File: config.mk
export PLATFORM = sky130hd
export DESIGN_NAME = clk_pwr_rst_ctrl
export DESIGN_NICKNAME = d
export VERILOG_FILES = /design/src/rtl/clkrst_pkg.sv /design/src/rtl/crc_timebase.sv /design/src/rtl/crc_rst_qual.sv /design/src/rtl/crc_clk_gate.sv /design/src/rtl/crc_pwr_mode.sv /design/src/rtl/clk_pwr_rst_ctrl.sv
export SDC_FILE = /design/constraint.sdc
export NUM_CORES = 1
export LEC_CHECK = 0
export CORE_UTILIZATION = 56
export CTS_BUF_LIST = sky130_fd_sc_hd__clkbuf_2 sky130_fd_sc_hd__clkbuf_4 sky130_fd_sc_hd__clkbuf_8
export CTS_CLUSTER_DIAMETER = 50
export DETAILED_ROUTE_END_ITERATION = 8
export DONT_BUFFER_PORTS = 1
export PLACE_DENSITY = 0.7
export SLEW_MARGIN = 15
export SYNTH_ARGS = -nofsm -noshare
export SYNTH_HDL_FRONTEND = slang
export SYNTH_SLANG_ARGS = --single-unit
export TNS_END_PERCENT = 50
File: constraint.sdc
create_clock -name osc_clk -period 1.5 [get_ports osc_clk]
set_input_delay 0.075 -clock osc_clk [delete_from_list [all_inputs] [get_ports osc_clk]]
set_output_delay 0.075 -clock osc_clk [all_outputs]
set_load 0.05 [all_outputs]
File: src/rtl/clkrst_pkg.sv
// Shared constants and types for the clock, power and reset controller.
// Assumes an 8-bit power-control register. Bit positions are fixed because
// the core decodes them.
package clkrst_pkg;

    typedef enum logic [1:0] {
        MODE_RUN   = 2'd0,
        MODE_IDLE  = 2'd1,
        MODE_PDOWN = 2'd2
    } pwr_mode_e;

    localparam int PCON_W        = 8;
    localparam int PCON_IDLE_BIT = 0;
    localparam int PCON_PD_BIT   = 1;

    // bits kept across a core reset (only power-on reset clears them)
    localparam logic [PCON_W-1:0] PCON_KEEP_MASK = 8'h10;

    localparam logic [7:0] RV_PORT = 8'hFF;
    localparam logic [7:0] RV_SP   = 8'h07;
    localparam logic [7:0] RV_SFR  = 8'h00;

    // number of gated clock domains: processor and peripheral
    localparam int GCLK_N   = 2;
    localparam int GCLK_CPU = 0;
    localparam int GCLK_PER = 1;

endpackage

File: src/rtl/crc_timebase.sv
// Timebase: halves the oscillator clock and counts states and phases of the
// machine cycle. It gives one-cycle strobes for the last phase of the cycle
// and for the reset-pin sample point.
// Assumes: por_n is synchronous to osc_clk and the oscillator clock runs.
module crc_timebase #(
    parameter int STATES       = 6,
    parameter int PHASES       = 2,
    parameter int SAMPLE_STATE = 5,
    parameter int SAMPLE_PHASE = 2,
    localparam int SW = $clog2(STATES + 1),
    localparam int PW = (PHASES > 1) ? $clog2(PHASES) : 1
) (
    input  logic          osc_clk,
    input  logic          por_n,
    output logic          div_clk,
    output logic [SW-1:0] mc_state,
    output logic [PW-1:0] mc_phase,
    output logic          mc_last,
    output logic          sample_stb
);

    localparam logic [SW-1:0] FIRST_STATE = SW'(1);
    localparam logic [SW-1:0] LAST_STATE  = SW'(STATES);
    localparam logic [PW-1:0] LAST_PHASE  = PW'(PHASES - 1);
    localparam logic [SW-1:0] SMP_STATE   = SW'(SAMPLE_STATE);
    localparam logic [PW-1:0] SMP_PHASE   = PW'(SAMPLE_PHASE - 1);

    logic [SW-1:0] state_q;
    logic [PW-1:0] phase_q;
    logic          div_q;

    // divide-by-two toggle, independent of the input duty cycle
    always_ff @(posedge osc_clk) begin
        if (!por_n) div_q <= 1'b0;
        else        div_q <= ~div_q;
    end

    // phase counter with state counter nested above it
    always_ff @(posedge osc_clk) begin
        if (!por_n) begin
            state_q <= FIRST_STATE;
            phase_q <= '0;
        end else if (phase_q == LAST_PHASE) begin
            phase_q <= '0;
            state_q <= (state_q == LAST_STATE) ? FIRST_STATE : state_q + SW'(1);
        end else begin
            phase_q <= phase_q + PW'(1);
        end
    end

    assign div_clk    = div_q;
    assign mc_state   = state_q;
    assign mc_phase   = phase_q;
    assign mc_last    = (state_q == LAST_STATE) && (phase_q == LAST_PHASE);
    assign sample_stb = (state_q == SMP_STATE) && (phase_q == SMP_PHASE);

    assert_state_range_R2: assert property (@(posedge osc_clk) disable iff (!por_n)
        (state_q >= FIRST_STATE) && (state_q <= LAST_STATE));

    assert_cycle_wrap_R2: assert property (@(posedge osc_clk) disable iff (!por_n)
        mc_last |=> (state_q == FIRST_STATE) && (phase_q == '0));

    assert_div_toggle_R1: assert property (@(posedge osc_clk) disable iff (!por_n)
        $past(por_n) |-> (div_q != $past(div_q)));

endmodule

File: src/rtl/crc_rst_qual.sv
// Reset qualifier: brings the asynchronous reset pin through a synchronizer
// chain and samples it once per machine cycle. It counts consecutive high
// samples up to a saturating limit. The core reset is asserted once the limit
// is reached and released at the next machine-cycle boundary after a low
// sample.
// Assumes sample_stb and mc_last are single-cycle strobes from the timebase.
module crc_rst_qual #(
    parameter int SYNC_STAGES  = 2,
    parameter int QUAL_SAMPLES = 2,
    localparam int CW = $clog2(QUAL_SAMPLES + 1)
) (
    input  logic osc_clk,
    input  logic por_n,
    input  logic rst_pin,
    input  logic sample_stb,
    input  logic mc_last,
    output logic core_rst_n
);

    localparam logic [CW-1:0] CNT_MAX = CW'(QUAL_SAMPLES);

    logic [SYNC_STAGES-1:0] sync_q;
    logic [CW-1:0]          cnt_q;
    logic                   rst_n_q;

    // synchronizer chain, one flop per stage
    for (genvar g = 0; g < SYNC_STAGES; g++) begin : g_sync
        if (g == 0) begin : g_first
            // first stage captures the raw pin
            always_ff @(posedge osc_clk) begin
                if (!por_n) sync_q[g] <= 1'b0;
                else        sync_q[g] <= rst_pin;
            end
        end else begin : g_next
            // later stages shift the value along
            always_ff @(posedge osc_clk) begin
                if (!por_n) sync_q[g] <= 1'b0;
                else        sync_q[g] <= sync_q[g-1];
            end
        end
    end

    // consecutive-sample counter: a low sample restarts the count
    always_ff @(posedge osc_clk) begin
        if (!por_n) begin
            cnt_q <= '0;
        end else if (sample_stb) begin
            if (!sync_q[SYNC_STAGES-1]) cnt_q <= '0;
            else if (cnt_q != CNT_MAX)  cnt_q <= cnt_q + CW'(1);
        end
    end

    // core reset: asserted when qualified, released on a cycle boundary
    always_ff @(posedge osc_clk) begin
        if (!por_n)                rst_n_q <= 1'b0;
        else if (cnt_q == CNT_MAX) rst_n_q <= 1'b0;
        else if (mc_last)          rst_n_q <= 1'b1;
    end

    assign core_rst_n = rst_n_q;

    assert_release_boundary_R10: assert property (@(posedge osc_clk) disable iff (!por_n)
        ($past(por_n) && $rose(rst_n_q)) |-> $past(mc_last));

    assert_assert_after_sample_R9: assert property (@(posedge osc_clk) disable iff (!por_n)
        ($past(por_n, 2) && $fell(rst_n_q)) |-> $past(sample_stb, 2));

    assert_count_bound_R8: assert property (@(posedge osc_clk) disable iff (!por_n)
        cnt_q <= CNT_MAX);

endmodule

File: src/rtl/crc_clk_gate.sv
// Glitch-free clock gates, one per domain. Each enable is re-timed on the
// falling oscillator edge and loaded only while the divided clock is low.
// A gated clock can therefore start or stop only together with the divided
// clock.
// Assumes div_clk changes only on the rising oscillator edge.
module crc_clk_gate #(
    parameter int N = 2
) (
    input  logic         osc_clk,
    input  logic         por_n,
    input  logic         div_clk,
    input  logic [N-1:0] want,
    output logic [N-1:0] gclk
);

    logic [N-1:0] en_q;

    for (genvar d = 0; d < N; d++) begin : g_dom
        // enable flop: updates only in the low half of div_clk
        always_ff @(negedge osc_clk) begin
            if (!por_n)        en_q[d] <= 1'b1;
            else if (!div_clk) en_q[d] <= want[d];
        end

        assign gclk[d] = div_clk & en_q[d];

        assert_gclk_rise_R7: assert property (@(posedge osc_clk) disable iff (!por_n)
            ($past(por_n) && $rose(gclk[d])) |-> $rose(div_clk));

        assert_gclk_fall_R7: assert property (@(posedge osc_clk) disable iff (!por_n)
            ($past(por_n) && $fell(gclk[d])) |-> $fell(div_clk));
    end

endmodule

File: src/rtl/crc_pwr_mode.sv
// Power-mode control: holds the power-control register and decodes run, idle
// or power-down from it, with power-down taking priority. It clears the idle
// bit on a wake request and clears the register (except the kept bits) during
// core reset. It produces the per-domain clock requests and the oscillator
// enable.
// Assumes core_rst_n is already synchronous to osc_clk.
module crc_pwr_mode
    import clkrst_pkg::*;
(
    input  logic              osc_clk,
    input  logic              por_n,
    input  logic              core_rst_n,
    input  logic              pcon_we,
    input  logic [PCON_W-1:0] pcon_wdata,
    input  logic              irq_wake,
    input  logic              rst_pin,
    output logic [PCON_W-1:0] pcon_q,
    output pwr_mode_e         mode,
    output logic [GCLK_N-1:0] clk_want,
    output logic              osc_en
);

    logic [PCON_W-1:0] pcon_r;

    // power-control register: reset, write, then wake clears the idle bit
    always_ff @(posedge osc_clk) begin
        if (!por_n) begin
            pcon_r <= '0;
        end else if (!core_rst_n) begin
            pcon_r <= pcon_r & PCON_KEEP_MASK;
        end else if (pcon_we) begin
            pcon_r <= pcon_wdata;
        end else if (irq_wake && pcon_r[PCON_IDLE_BIT] && !pcon_r[PCON_PD_BIT]) begin
            pcon_r[PCON_IDLE_BIT] <= 1'b0;
        end
    end

    // mode decode with power-down priority
    always_comb begin
        if (pcon_r[PCON_PD_BIT])        mode = MODE_PDOWN;
        else if (pcon_r[PCON_IDLE_BIT]) mode = MODE_IDLE;
        else                            mode = MODE_RUN;
    end

    // per-domain clock requests and oscillator enable
    always_comb begin
        clk_want           = '0;
        clk_want[GCLK_CPU] = (mode == MODE_RUN);
        clk_want[GCLK_PER] = (mode != MODE_PDOWN);
        osc_en             = (mode != MODE_PDOWN) | rst_pin;
    end

    assign pcon_q = pcon_r;

    assert_idle_wake_R5: assert property (@(posedge osc_clk) disable iff (!por_n)
        (core_rst_n && !pcon_we && irq_wake && pcon_r[PCON_IDLE_BIT] && !pcon_r[PCON_PD_BIT])
        |=> !pcon_r[PCON_IDLE_BIT]);

    assert_pd_hold_R3: assert property (@(posedge osc_clk) disable iff (!por_n)
        (core_rst_n && !pcon_we && pcon_r[PCON_PD_BIT]) |=> pcon_r[PCON_PD_BIT]);

    assert_reset_clear_R11: assert property (@(posedge osc_clk) disable iff (!por_n)
        !core_rst_n |=> ((pcon_r & ~PCON_KEEP_MASK) == '0));

endmodule

File: src/rtl/clk_pwr_rst_ctrl.sv
// Clock, power and reset controller top. It ties together the timebase, the
// reset qualifier, the power-mode register and the clock gates, and drives
// the register reset values.
// Assumes: single oscillator clock, synchronous active-low power-on reset.
module clk_pwr_rst_ctrl
    import clkrst_pkg::*;
#(
    parameter int STATES       = 6,
    parameter int PHASES       = 2,
    parameter int SAMPLE_STATE = 5,
    parameter int SAMPLE_PHASE = 2,
    parameter int SYNC_STAGES  = 2,
    parameter int QUAL_SAMPLES = 2,
    localparam int SW = $clog2(STATES + 1),
    localparam int PW = (PHASES > 1) ? $clog2(PHASES) : 1
) (
    input  logic              osc_clk,
    input  logic              por_n,
    input  logic              rst_pin,
    input  logic              irq_wake,
    input  logic              pcon_we,
    input  logic [PCON_W-1:0] pcon_wdata,
    output logic              clk_int,
    output logic              cpu_clk,
    output logic              per_clk,
    output logic              osc_en,
    output logic              core_rst_n,
    output logic [PCON_W-1:0] pcon_q,
    output logic [1:0]        mode,
    output logic [SW-1:0]     mc_state,
    output logic [PW-1:0]     mc_phase,
    output logic [7:0]        rv_port,
    output logic [7:0]        rv_sp,
    output logic [7:0]        rv_sfr
);

    logic              div_clk;
    logic              mc_last;
    logic              sample_stb;
    logic              rst_n_i;
    pwr_mode_e         mode_i;
    logic [GCLK_N-1:0] clk_want;
    logic [GCLK_N-1:0] gclk;

    crc_timebase #(
        .STATES(STATES), .PHASES(PHASES),
        .SAMPLE_STATE(SAMPLE_STATE), .SAMPLE_PHASE(SAMPLE_PHASE)
    ) u_tb (
        .osc_clk(osc_clk), .por_n(por_n), .div_clk(div_clk),
        .mc_state(mc_state), .mc_phase(mc_phase),
        .mc_last(mc_last), .sample_stb(sample_stb)
    );

    crc_rst_qual #(
        .SYNC_STAGES(SYNC_STAGES), .QUAL_SAMPLES(QUAL_SAMPLES)
    ) u_rq (
        .osc_clk(osc_clk), .por_n(por_n), .rst_pin(rst_pin),
        .sample_stb(sample_stb), .mc_last(mc_last), .core_rst_n(rst_n_i)
    );

    crc_pwr_mode u_pm (
        .osc_clk(osc_clk), .por_n(por_n), .core_rst_n(rst_n_i),
        .pcon_we(pcon_we), .pcon_wdata(pcon_wdata), .irq_wake(irq_wake),
        .rst_pin(rst_pin), .pcon_q(pcon_q), .mode(mode_i),
        .clk_want(clk_want), .osc_en(osc_en)
    );

    crc_clk_gate #(.N(GCLK_N)) u_cg (
        .osc_clk(osc_clk), .por_n(por_n), .div_clk(div_clk),
        .want(clk_want), .gclk(gclk)
    );

    assign clk_int    = div_clk;
    assign cpu_clk    = gclk[GCLK_CPU];
    assign per_clk    = gclk[GCLK_PER];
    assign core_rst_n = rst_n_i;
    assign mode       = mode_i;
    assign rv_port    = RV_PORT;
    assign rv_sp      = RV_SP;
    assign rv_sfr     = RV_SFR;

    assert_pd_clocks_off_R3: assert property (@(posedge osc_clk) disable iff (!por_n)
        (mode_i == MODE_PDOWN && $past(mode_i == MODE_PDOWN)) |-> (!cpu_clk && !per_clk));

    assert_idle_cpu_off_R4: assert property (@(posedge osc_clk) disable iff (!por_n)
        (mode_i == MODE_IDLE && $past(mode_i == MODE_IDLE)) |-> (!cpu_clk && (per_clk == div_clk)));

endmodule

==> flow_summary.yaml, run 1 <==
logic_synthesis:
  ys_seq_elements: 20
  ys_top_cells_by_area: "dfxtp_1 (42%), buf_4 (20%), mux2i_1 (8.4%)"
  synth_cell_types: 25
  synth-warning-count: 0
  ys_seq_area_share_pct: 41.8
  synth_top_area_cell: "dfxtp_1"
  syn_inst: 107
  yosysTopAreaCellShare_pct: 41.8
  avgSynthCellArea_um2: 8.96
  synth_area_um2: 958
setup_path:
  r2r_start: "u_tb.div_clk"
  crit_type: "reg2out"
  startpoint: "u_cg.en_q[1]"
  setup.worst_path.end_class: "output port"
  slowest_stage: "dfxtp_2"
  cp_slowest_stage_delay_ps: 310
  cp-start-kind: "flip-flop"
  path_max_fanout: 2
  worstPathRequired_ps: 1420
  arrival_ps: 1700
  crit_chain: "and2_4 > buf_8"
placement:
  portBuffers: 0
  gp_congestion: 0.789
  hpwl_um: 1140
grt:
  grtUsageMet2_pct: 47.6
  antenna_found_initial: 0
  grt-busiest-layer: "met2"
  grt_first_pass_wirelength_um: 3260
  first_global_vias: 724
  grtUsageMet3_pct: 6.25
  met1_usage_pct: 24.7
  grt_overflow: 0
  gr-usage-all-layers_pct: 24.0
  grt_max_degree: 14
power_and_ir_drop:
  p_total_mw: 1.15
  seqPwrFrac_pct: 48.6
  vdd_ir_drop_max_v: 0.000803
  switching_share_pct: 36.8
  power_frac_clock_pct: 24.9
  internal_power_uw: 727
  p_leak_nw: 0.565
  combPwrFrac_pct: 26.4
  p_per_area_nw_per_um2: 967
  p_switching_uw: 423
sta:
  worst-slew-pin-transition_ps: 525
  hold_viol: 0
  setup_viol: 3
  timing.hold.ws_ps: 56.7
  rsz0062_at_grt: "true"
  slew_headroom_pct: 65.2
  finalWorstSetupSlack_ps: -277
  skew_ps: 77.0
  drv_slew: 0
cts:
  cts_buffer_depth: 2
  cts.sinks: 20
  htreeDepth: 1
  clk_latency_ps: 370
  cts_tree: "yes"
  clk_pin_slew_ps: 110
  cts_buffers: 3
  cts-root-buf: "clkbuf_4"
drt:
  totalWireLength_um: 1940
  first_pass_iters: 6
  drc: 12
  routed_via_density: 4.82
  wl_per_cell_um: 12.7
  first_iter_violations: 29
  dr_total_vias: 737
  ant_nets: 0
layout:
  syn2layout_area_growth_pct: 24.2
  n_fill_cell: 109
  final_cell_mix: "conb_1 (24), buf_4 (16), dfxtp_1 (15), nand2_1 (11), dlygate4sd3_1 (11)"
  drive_above_1_share_pct: 23.4
  antenna_cells: 0
  final_common_cell: "conb_1"
  regArea_um2: 412
  final_nets: 152
  multiInputGateArea_um2: 430
floorplanning:
  core_um2: 1560
  start_util_pct: 61.5
  die_area_um2: 1880
  io_pins: 56
  num_rows: 14
  die_w_um: 43.4
  die_h_um: 43.4
job:
  maxCapViolCount: 0
outcome:
  run_status: "complete, but fails checks"
  violations: "design-rule violations, negative setup slack"
min_path:
  min_path_type: "in2reg"
  worstHoldStart: "por_n"
per-stage QoR:
stage               utilization (%)  TNS, ps  setup WS (ps)  instance area (um2)  std cells
floorplan                         -     -162           -120                 1050        129
global placement               65.2        0           47.1                 1020        135
detailed placement             65.2    -21.3          -21.3                 1020        135
CTS                            75.4     -552           -290                 1170        152
global route                   76.3     -729           -317                 1190        153
finish                         76.3     -604           -277                 1190        153
cell families after synthesis:
logic type      after synthesis  share of synthesized area (%)
xor+xnor                      1                          0.914
fa+ha+maj                     1                           1.31
buf+inv                      32                           22.5
mux                           8                           8.36
compound gates                8                           6.27
flops                        20                           41.8
other cells                   2                          0.784
simple gates                 35                           18.1
path summary, 6_finish.rpt:
kind                         end  slack, ps  depth (start not counted)
setup reg to reg    u_cg.en_q[1]        -90                          4
hold / removal    u_pm.pcon_q[0]         60                          2
hold reg to reg   u_rq.sync_q[1]        470                          1
setup / recovery         per_clk       -280                          2
layout make-up:
| type | instances | share of cell area, % |
|---|---|---|
| Multi-Input combinational cell | 77 | 36.2 |
| Sequential cell | 20 | 34.6 |
| Timing Repair Buffer | 30 | 23.3 |
| Clock buffer | 3 | 1.89 |
| Tap cell | 16 | 1.68 |
| Inverter | 4 | 1.26 |
| Clock inverter | 3 | 1.05 |
power by group through the flow:
stage	sequential (mW)	clock [mW]	combinational, mW
finish	0.560	0.287	0.304
global route	0.563	0.320	0.319
CTS	0.558	0.292	0.296
detailed placement	0.570	0.0125	0.258
global placement	0.569	0.0125	0.256
floorplan	0.607	0.0125	0.240
cells in the mapped netlist (all sizes together):
library cell	n
a211o	1
o311ai	1
buf	26
dfxtp	20
ha	1
nand2b	2
nand2	12
o21ai	1
a41oi	1
nand3	2
nor2b	2
mux2i	8
nand3b	3
and2	3
and2b	1
nor2	8
conb	2
a21oi	1
inv	5
xnor2	1
or3	1
clkbuf	1
a21boi	3
nor3b	1
critical path, delay by kind of cell, from the launching register on:
kind,cells,cell delay (ps)
flip-flops,1,310
AND/OR/NAND/NOR,1,140
buffers and inverters,1,140
repair_timing:
action	in CTS	in global routing
buffers inserted	0	1
pin swaps	2	0
setup endpoints to repair	2	4
gates resized for setup	3	5
hold buffers	12	0
endpoints found under the hold margin	18	0
registers in the layout, indices dropped and copies added, names as in the netlist:
register and cells:
u_pm.pcon_q 8, u_tb.mc_state 3, u_cg.en_q 2, u_rq.cnt_q 2, u_rq.sync_q 2, u_rq.core_rst_n 1, u_tb.div_clk 1, u_tb.mc_phase 1
layer usage:
layer	up-vias	share of wire, %
met4	0	0.46
li1	354	-
met3	2	7.7
met2	40	55
met1	341	37
met5	-	0
(Power assumes the default switching activity.)
==> inputs of run 2 (changes only) <==
- ABC_AREA: not set -> 1
- TNS_END_PERCENT: 50 -> 100
==> flow_summary.yaml, run 2 <==
setup_path:
  cp_slowest_stage_delay_ps: 320
  arrival_ps: 1710
  crit_chain: "nand2_4 > clkinvlp_4 > buf_8"
  worstPathRequired_ps: 1420
  setup.worst_path.end_class: "output port"
  path_max_fanout: 2
  r2r_setup_slack_ps: -80
  cp-start-kind: "flip-flop"
  slowest_stage: "dfxtp_2"
  rr_worst_depth: 5
  crit_type: "reg2out"
  r2r_start: "u_tb.div_clk"
  r2r_end: "u_cg.en_q[1]"
logic_synthesis:
  ys_top_cells_by_area: "dfxtp_1 (40%), buf_4 (19%), nand2_1 (11%)"
  synth.most_common_cell: "nand2_1"
  ys_seq_elements: 20
  synth_top_area_cell: "dfxtp_1"
  synth_cell_types: 21
  synth-warning-count: 0
  synth_edf_count: 0
  avgSynthCellArea_um2: 7.33
  synth_common_cells: "nand2_1 (29), buf_4 (25), dfxtp_1 (20)"
  synth-main-ff-cell: "dfxtp_1"
  ys_seq_area_share_pct: 40.5
  syn_inst: 135
  synth_area_um2: 990
  yosysTopAreaCellShare_pct: 40.5
  synth-async-reset-ratio_pct: 0
floorplanning:
  start_util_pct: 62.8
  die_w_um: 44.0
  num_rows: 14
  die_area_um2: 1940
  core_um2: 1580
  die_h_um: 44.0
  io_pins: 56
grt:
  first_global_vias: 750
  grt_first_pass_wirelength_um: 2880
  grt_overflow: 0
  gr-usage-all-layers_pct: 19.8
  antenna_found_initial: 0
  grt_max_degree: 12
placement:
  portBuffers: 0
  gp_congestion: 0.778
  dpl_cell_area_um2: 1050
  dpl.cell_count: 163
  dpl_worst_slack_ps: 13.7
  hpwl_um: 1270
layout:
  antenna_cells: 0
  fin_area_um2: 1240
  fin_util_pct: 78.4
  multiInputGateArea_um2: 420
  final_nets: 180
  drive_above_1_share_pct: 23.6
  final_cell_mix: "nand2_1 (27), conb_1 (24), buf_4 (16), inv_1 (15), dfxtp_1 (15)"
  regArea_um2: 414
  n_fill_cell: 112
  instances_no_fill: 181
  syn2layout_area_growth_pct: 24.9
  largest_reg_flops: 8
  final_common_cell: "nand2_1"
outcome:
  violations: "design-rule violations, negative setup slack"
  run_status: "complete, but fails checks"
power_and_ir_drop:
  p_leak_nw: 0.621
  p_total_mw: 1.18
  vdd_ir_drop_max_v: 0.000741
  p_per_area_nw_per_um2: 954
drt:
  ant_nets: 0
  wl_per_cell_um: 10.5
  drc: 3
  first_iter_violations: 19
  first_pass_iters: 6
  routed_via_density: 4.61
  dr_total_vias: 835
  totalWireLength_um: 1900
cts:
  clk_latency_ps: 340
  cts.sinks: 20
  cts_tree: "yes"
  htreeDepth: 1
  cts_buffer_depth: 2
  clk_pin_slew_ps: 100
  cts_buffers: 3
  cts-root-buf: "clkbuf_4"
sta:
  timing.hold.ws_ps: 34.5
  finalWorstSetupSlack_ps: -286
  hold_viol: 0
  setup_viol: 4
  rsz0062_at_grt: "true"
  drv_slew: 0
  skew_ps: 58.7
  setup_tns_ps: -595
min_path:
  holdPathStages: 3
  holdPathEnd: "u_pm.pcon_q[0]"
  worstHoldStart: "irq_wake"
  min_path_type: "in2reg"
job:
  maxCapViolCount: 0
run 2: cell types whose count changed after synthesis, sizes merged, moves of 3 or more:
cell and change:
and2 -3, a21boi -3, nor2 +8, nand3b -3, mux2i -8, a21oi +8
nand2 +18, nor3 +3, inv +13
run 2: how the worst max path moves through the flow:
stage                  from      endpoint  slack [ps]  depth (start not counted)
2_1_floorplan  u_tb.div_clk  u_cg.en_q[1]        -280                          4
3_3_place_gp   u_tb.div_clk  u_cg.en_q[1]          30                          4
3_5_place_dp   u_tb.div_clk  u_cg.en_q[1]          10                          4
4_1_cts        u_cg.en_q[1]       per_clk        -300                          3
5_1_grt        u_cg.en_q[1]       per_clk        -350                          3
6_report       u_cg.en_q[1]       per_clk        -290                          3
run 2: cell families (layout without fill, tap and decap cells):
| group | count (synthesis) | after routing | share of synthesized area [%] |
|---|---|---|---|
| XOR/XNOR | 1 | 1 | 0.885 |
| AND/OR/NAND/NOR | 54 | 54 | 22.6 |
| buffers and inverters | 45 | 53 | 27.4 |
| other | 2 | 24 | 0.759 |
| flip-flops | 20 | 20 | 40.5 |
| AO/OA/AOI/OAI | 12 | 12 | 6.57 |
| adder cells (fa/ha/maj) | 1 | 1 | 1.26 |
run 2: worst max-delay path, delay by kind of cell, from the launching register on:
family,cells,cell delay [ps]
DFF,1,320
buffers and inverters,2,240
and+or+nand+nor,1,60
run 2: layer usage:
metal / vias to the layer above / share of wire, % / global-route usage (%)
li1: 419 / - / -
met1: 379 / 42 / 20.7
met2: 35 / 52 / 39.4
met3: 2 / 5.4 / 2.45
met4: 0 / 0.32 / 7.27
met5: - / 0 / 0
run 2: cell type report:
class,instances,share of cell area [%]
well taps,16,1.62
repair buffers,30,22.4
clock inverters,2,0.607
clock buffers,4,2.43
multi-input cells,92,34.0
inverters,17,5.47
flip-flops and latches,20,33.5
run 2: power breakdown:
| part | internal, mW | total [mW] | switching, mW | leakage [nW] |
|---|---|---|---|---|
| clock network | 0.128 | 0.299 | 0.170 | 0.0291 |
| logic | 0.0758 | 0.316 | 0.241 | 0.427 |
| registers | 0.545 | 0.564 | 0.0190 | 0.164 |
run 2: timing repair:
item                                   4_1_cts  5_1_grt
hold buffers                                11        0
resized for setup                            7        3
pin swaps                                    2        1
setup buffers                                0        2
endpoints found under the hold margin       16        0
setup endpoints to repair                    3        4
==> inputs of run 3 (changes only) <==
- ABC_AREA: 1 -> not set
- HOLD_SLACK_MARGIN: not set -> 0.02
- clock period: 1.5 -> 1.7 ns (I/O delays scaled with it)
==> flow_summary.yaml, run 3 (synthesis gave the netlist of run 1 again) <==
cts:
  cts_buffers: 3
  clk_latency_ps: 370
  cts_buffer_depth: 2
  cts.sinks: 20
  clk_pin_slew_ps: 120
  cts-root-buf: "clkbuf_4"
  cts_tree: "yes"
  htreeDepth: 1
power_and_ir_drop:
  seqPwrFrac_pct: 47.9
  vdd_ir_drop_max_v: 0.000620
  p_total_mw: 1.04
  switching_share_pct: 37.4
  internal_power_uw: 649
  p_switching_uw: 388
  power_frac_clock_pct: 26.1
  p_leak_nw: 0.565
  p_per_area_nw_per_um2: 862
  combPwrFrac_pct: 26.1
placement:
  dpl_cell_area_um2: 1020
  dpl.cell_count: 136
  gp_congestion: 0.712
  hpwl_um: 1130
  portBuffers: 0
sta:
  drv_slew: 0
  setup_viol: 3
  skew_ps: 54.6
  finalWorstSetupSlack_ps: -185
  slew_headroom_pct: 66.5
  setup_tns_ps: -362
  rsz0062_at_grt: "true"
  worst-slew-pin-transition_ps: 501
  hold_viol: 0
setup_path:
  cp_slowest_stage_delay_ps: 310
  startpoint: "u_cg.en_q[1]"
  arrival_ps: 1800
  worst-path-buf-inv: 1
  r2r_start: "u_tb.div_clk"
  worstPathRequired_ps: 1620
  r2r_setup_slack_ps: -20
  rr_worst_depth: 4
  setup.worst_path.end_class: "output port"
  crit_type: "reg2out"
  cp-start-kind: "flip-flop"
  slowest_stage: "dfxtp_2"
  path_max_fanout: 2
  crit_family: "flip-flops"
  crit_chain: "and2_4 > buf_8"
  r2r_end: "u_cg.en_q[1]"
min_path:
  min_path_type: "in2reg"
  holdPathEnd: "u_pm.pcon_q[0]"
  holdPathStages: 2
  worstHoldStart: "por_n"
layout:
  drive_above_1_share_pct: 24.5
  final_nets: 154
  fin_area_um2: 1200
  fin_util_pct: 77.1
  largest_reg_flops: 8
  final_cell_mix: "conb_1 (24), buf_4 (18), dfxtp_1 (15), dlygate4sd3_1 (12), nand2_1 (11)"
  syn2layout_area_growth_pct: 25.5
  instances_no_fill: 155
  final_common_cell: "conb_1"
  antenna_cells: 0
drt:
  dr_total_vias: 746
  first_pass_iters: 8
  totalWireLength_um: 1860
  first_iter_violations: 20
  wl_per_cell_um: 12.0
  drc: 8
  routed_via_density: 4.81
  ant_nets: 0
grt:
  grt_first_pass_wirelength_um: 3090
  gr-usage-all-layers_pct: 23.3
  antenna_found_initial: 0
  grt_overflow: 0
  grt_max_degree: 14
  first_global_vias: 722
floorplanning:
  die_area_um2: 1880
  die_h_um: 43.4
  io_pins: 56
  num_rows: 14
  die_w_um: 43.4
  core_um2: 1560
  start_util_pct: 61.5
outcome:
  violations: "design-rule violations, negative setup slack"
  run_status: "complete, but fails checks"
job:
  maxCapViolCount: 0
==> run 3: cell types whose count changed in the layout (fill, tap and decap cells not counted), sizes merged, moves of 3 or more <==
| cell | before | now |
|---|---|---|
| mux2i | 0 | 8 |
| nor3 | 3 | 0 |
| inv | 18 | 6 |
| a21oi | 9 | 1 |
| nor2 | 16 | 8 |
| nand2 | 30 | 12 |
| nand3b | 0 | 3 |
| a21boi | 0 | 3 |
| and2 | 0 | 3 |
==> run 3: worst max path at each step <==
stage	slack [ps]	to	cells after the start
after floorplan	-50	u_cg.en_q[1]	3
after global placement	110	u_cg.en_q[1]	3
after detailed placement	100	u_cg.en_q[1]	3
after CTS	-200	per_clk	2
after global routing	-220	per_clk	2
final	-190	per_clk	2
==> run 3: power by group through the flow <==
stage	Combinational [mW]	Sequential, mW	Clock (mW)
2_1_floorplan	0.212	0.537	0.0111
3_3_place_gp	0.226	0.503	0.0111
3_5_place_dp	0.228	0.504	0.0111
4_1_cts	0.265	0.495	0.271
5_1_grt	0.284	0.498	0.294
6_report	0.270	0.496	0.270
==> run 3: metal layers <==
layer	global-route usage (%)	share of wire [%]
met5	0	0
met4	9.38	1.7
met3	7.08	6.6
met2	40.0	50
met1	27.0	41
==> run 3: layout make-up <==
class | count | area, um2
multi-input combinational | 77 | 430
sequential | 20 | 409
fill | 105 | 357
timing repair buffer | 32 | 290
clock buffer | 3 | 22.5
tap | 16 | 20.0
clock inverter | 3 | 15.0
inverter | 4 | 15.0
==> run 3: what timing repair did <==
| item | in CTS | in global routing |
|---|---|---|
| pin swaps | 1 | 0 |
| hold buffers | 12 | 0 |
| gates resized for setup | 5 | 1 |
| buffers inserted | 1 | 1 |
| setup endpoints to repair | 2 | 2 |
| hold endpoints to repair | 18 | 0 |
==> run 3: per-stage QoR <==
stage,hold slack [ps],worst slack [ps]
final,55.9,-185
after global routing,88.2,-218
after CTS,47.8,-196
after detailed placement,159,98.5
after global placement,150,113
after floorplan,212,-54.4
